===== src/rtl/fan_tach_counter.sv =====
module fan_tach_counter #(
  parameter int CNT_W  = 8,
  parameter int FILT_N = 3,
  parameter int SEL_W  = 2
) (
  input  logic             clk,
  input  logic             rst_n,
  input  logic             tach_in,
  input  logic [SEL_W-1:0] div_sel,
  input  logic             start,
  input  logic [CNT_W-1:0] limit,
  output logic [CNT_W-1:0] count,
  output logic             done,
  output logic             over_limit
);
  localparam int PRE_W = (1 << SEL_W) - 1;
  localparam logic [CNT_W-1:0] CNT_MAX = {CNT_W{1'b1}};

  typedef enum logic [1:0] {S_IDLE, S_ARM, S_MEAS} state_t;

  logic [1:0]        sync_q;
  logic [FILT_N-1:0] hist_q;
  logic              filt_q, filt_d;
  state_t            state_q;
  logic [SEL_W-1:0]  div_q;
  logic [PRE_W-1:0]  pre_q, pre_top;
  logic [CNT_W-1:0]  cnt_q, cnt_nx;
  logic              rise, tick, sat;

  always_ff @(posedge clk) begin
    if (!rst_n) begin
      sync_q <= '0;
      hist_q <= '0;
      filt_q <= 1'b0;
      filt_d <= 1'b0;
    end else begin
      sync_q <= {sync_q[0], tach_in};
      hist_q <= {hist_q[FILT_N-2:0], sync_q[1]};
      if (&hist_q)       filt_q <= 1'b1;
      else if (~|hist_q) filt_q <= 1'b0;
      filt_d <= filt_q;
    end
  end

  assign rise    = filt_q & ~filt_d;
  assign pre_top = PRE_W'((32'd1 << div_q) - 32'd1);
  assign tick    = (pre_q == pre_top);
  assign cnt_nx  = (tick && cnt_q != CNT_MAX) ? cnt_q + 1'b1 : cnt_q;
  assign sat     = (cnt_nx == CNT_MAX);

  always_ff @(posedge clk) begin
    if (!rst_n) begin
      state_q    <= S_IDLE;
      div_q      <= '0;
      pre_q      <= '0;
      cnt_q      <= '0;
      count      <= '0;
      done       <= 1'b0;
      over_limit <= 1'b0;
    end else begin
      done <= 1'b0;
      if (start) begin
        state_q <= S_ARM;
        div_q   <= div_sel;
        pre_q   <= '0;
        cnt_q   <= '0;
      end else begin
        unique case (state_q)
          S_ARM: begin
            if (rise) begin
              state_q <= S_MEAS;
              pre_q   <= '0;
              cnt_q   <= '0;
            end else if (sat) begin
              state_q    <= S_IDLE;
              count      <= cnt_nx;
              over_limit <= cnt_nx > limit;
              done       <= 1'b1;
            end else begin
              pre_q <= tick ? '0 : pre_q + 1'b1;
              cnt_q <= cnt_nx;
            end
          end
          S_MEAS: begin
            if (rise || sat) begin
              state_q    <= S_IDLE;
              count      <= cnt_nx;
              over_limit <= cnt_nx > limit;
              done       <= 1'b1;
            end else begin
              pre_q <= tick ? '0 : pre_q + 1'b1;
              cnt_q <= cnt_nx;
            end
          end
          default: state_q <= S_IDLE;
        endcase
      end
    end
  end

  a_r5_filter_agrees: assert property (@(posedge clk) disable iff (!rst_n)
    !$stable(filt_q) |-> $past(&hist_q || ~|hist_q));

  a_r8_done_single: assert property (@(posedge clk) disable iff (!rst_n)
    done |=> !done);

  a_r8_count_holds: assert property (@(posedge clk) disable iff (!rst_n)
    !done |-> $stable(count));

  a_r6_flag_holds: assert property (@(posedge clk) disable iff (!rst_n)
    !done |-> $stable(over_limit));

  a_r7_start_no_result: assert property (@(posedge clk) disable iff (!rst_n)
    start |=> !done);

  a_r3_idle_after_result: assert property (@(posedge clk) disable iff (!rst_n)
    done |-> state_q == S_IDLE);
endmodule


===== config.mk =====
export PLATFORM = sky130hd
export DESIGN_NAME = fan_tach_counter
export DESIGN_NICKNAME = d
export VERILOG_FILES = /design/src/rtl/fan_tach_counter.sv
export SDC_FILE = /design/constraint.sdc
export NUM_CORES = 1
export LEC_CHECK = 0
export ABC_AREA = 1
export CAP_MARGIN = 25
export CORE_MARGIN = 4
export CORE_UTILIZATION = 56
export CTS_CLUSTER_DIAMETER = 80
export CTS_CLUSTER_SIZE = 14
export DETAILED_ROUTE_END_ITERATION = 16
export GPL_TIMING_DRIVEN = 0
export PLACE_DENSITY = 0.83
export SYNTH_ARGS = -nofsm -noshare
export SYNTH_HDL_FRONTEND = slang
export SYNTH_SLANG_ARGS = --single-unit

===== constraint.sdc =====
create_clock -name clk -period 2.4 [get_ports clk]
set_input_delay 0.36 -clock clk [delete_from_list [all_inputs] [get_ports clk]]
set_output_delay 0.36 -clock clk [all_outputs]
set_load 0.02 [all_outputs]

==> flow_summary.toml <==
[global_routing]
top_usage_layer = "met2"
grt_pass1_vias = 1935
grt.overflow.total = 0
gr-usage-met3 = 0.0542
grt_pass1_wl_mm = 7.89
grt_use_met2 = 0.390
track_usage = 0.227
grtUsageMet1 = 0.254
antenna_found_initial = 0
grt_max_degree = 12

[yosys]
synthFlopType = "dfxtp_1"
syn_nets = 338
synth_common_cells = "nand2_1, nor2_1, inv_1"
ys_seq_elements = 32
yosysWarnings = 0
synth.most_common_cell = "nand2_1"
synth_top_cell_by_area = "dfxtp_1"
syn_inst = 312
yosysSeqAreaShare = 0.317
synth_cell_types = 24
synthTopCellsByArea = "dfxtp_1, nand2_1, nor2_1"
synth_area_um2 = 2020
synth_edf_count = 0
async_flop_share = 0
avgSynthCellArea_um2 = 6.48
yosysTopAreaCellShare = 0.317

[clocking]
clkTransAtPathRegs_ps = 100
cts.sinks = 32
htreeDepth = 2
clock_latency_ps = 330
cts_made_buffers = 5
cts-hold-fix-buffers = 0
cts_root_buf = "clkbuf_4"
clk_path_buf_depth = 2
cts_tree = "done"

[route]
via_per_inst = 5.22
wl_per_cell_um = 13.2
wl_mm = 5.31
antenna_left = 0
drtIter0Drc = 123
first_pass_iters = 4
vias = 2104
drcViolationCount = 0

[layout]
register_area_um2 = 654
n_antenna_cell = 0
finalNetCount = 382
multiInputGateArea_um2 = 1380
nFillCells = 251
layout-drive-gt1-share = 0.266
syn_to_final_growth_pct = 34.9
fin_area_um2 = 2730

[timing]
skew_ps = 6.88
maxSlewHeadroom = 0.673
rsz0062_at_grt = "true"
worst_slack_ps = -5.31
finalSetupViolCount = 1
hold_viol = 0
report.final.slew_viol_count = 0
tightestPinTransition_ps = 491
finalCritPeriodShare = 1.00
fmax_ghz = 0.416
min_period_ps = 2410

[placed_design]
place_hpwl_mm = 3.31
gp_congestion = 0.784
port-buffer-count = 22
placed_area_um2 = 2300
pre_cts_slack_ps = -244

[worst_hold_path]
hold_path_class = "in2reg"

[critical_path]
crit_path_start_kind = "flip-flop"
critical_path_arrival_ps = 2680
critPathCaptureType = "flip-flop"
setup.worst_path.class = "reg2reg"
worst_ep_required_time_ps = 2680
path_max_fanout = 6

[floorplan]
die_width_um = 68.1
dieArea_um2 = 4640
die_y_um = 68.1
rows = 21
io_pins = 24
core_um2 = 3420
initial_utilization = 0.592

[status]
status = "complete, but fails checks"
violations = "negative setup slack"

[pwr]
ir_drop_v = 0.000563
p_leak_nw = 1.25
pwr_density_cell_nw_per_um2 = 487

[flow_run]
max-cap-violations = 0
## cell type report
cell class / instances / share of cell area
clock inverters: 3 / 0.0156
inverters: 50 / 0.0724
clock buffers: 5 / 0.0137
repair buffers: 36 / 0.121
flip-flops and latches: 32 / 0.240
plain buffers: 6 / 0.0128
multi-input cells: 225 / 0.504
well taps: 46 / 0.0211
## flip-flops by register name, summed over array words and instances (netlist names)
register    count
cnt_q           8
count           8
hist_q          3
pre_q           3
div_q           2
state_q         2
sync_q          2
done            1
filt_d          1
filt_q          1
over_limit      1
## path summary, 6_finish.rpt
check / start / to / slack (ps) / cells after the start
worst max-delay path: cnt_q[2] / over_limit / -5 / 15
worst min-delay path: rst_n / count[7] / 390 / 3
worst max register to register: cnt_q[2] / over_limit / -5 / 15
worst min register to register: sync_q[0] / sync_q[1] / 430 / 2
## worst max-delay path, stage by stage, from the launching register on
cell and delay (ps):
dfxtp_1 510, nand2_4 100, clkinv_4 70, nand3_4 110, buf_6 150, nand3_1 110, nand2_2 90, ha_4 290
nand2_1 110, o21ai_2 170, a21oi_2 80, o211ai_1 180, o41ai_2 120, nand3_1 90, nand2_1 60, nor2_1 100
## layout by cell type, fill, tap and decap left out, types with 2 or more instances in the layout
cell type,n
nand3_2,3
nor2_4,5
buf_6,2
clkdlybuf4s50_1,22
a21oi_2,3
inv_1,40
inv_4,2
clkbuf_1,3
a21oi_1,16
xnor2_1,2
dfxtp_1,23
nor2_2,7
nand3_1,26
ha_4,6
nand2_4,6
clkbuf_4,6
ha_1,6
nand2_2,13
inv_2,6
buf_4,13
o21ai_0,6
dfxtp_2,8
nand3_4,5
nand2_1,75
nor2_1,39
## power by group
group | switching [mW] | leakage (nW) | total (mW) | internal [mW]
combinational | 0.205 | 0.939 | 0.355 | 0.149
sequential | 0.0170 | 0.265 | 0.569 | 0.552
clock | 0.188 | 0.0412 | 0.405 | 0.217
## metal layers
layer	part of all wire	vias to the layer above
met5	0	-
met4	0.025	0
met3	0.044	15
met2	0.51	54
met1	0.42	979
li1	-	1056
## kinds of logic (layout without fill, tap and decap cells)
| group | after synthesis | after routing | synth area share |
|---|---|---|---|
| adder cells (fa/ha/maj) | 12 | 12 | 0.0742 |
| AND/OR/NAND/NOR | 180 | 181 | 0.411 |
| flip-flops | 32 | 32 | 0.317 |
| buffers and inverters | 56 | 100 | 0.109 |
| AO/OA/AOI/OAI | 28 | 28 | 0.0724 |
| XOR/XNOR | 4 | 4 | 0.0173 |
## what timing repair did
item	CTS	global route
gates cloned	0	1
buffers inserted	8	6
setup endpoints to repair	1	1
resized for setup	14	45
pin swaps	5	17
## stage by stage
step                      TNS (ps)  utilization  cells  power (mW)  hold WS (ps)
final                        -5.31        0.799    403        1.33           386
after floorplan                  0            -    312       0.758           390
after detailed placement      -244        0.674    380       0.841           403
after global placement        -185        0.674    380       0.832           393
after CTS                        0        0.729    396        1.26           383
after global routing          -160        0.799    403        1.40           393
No activity file was read; power rests on OpenSTA's default activity.
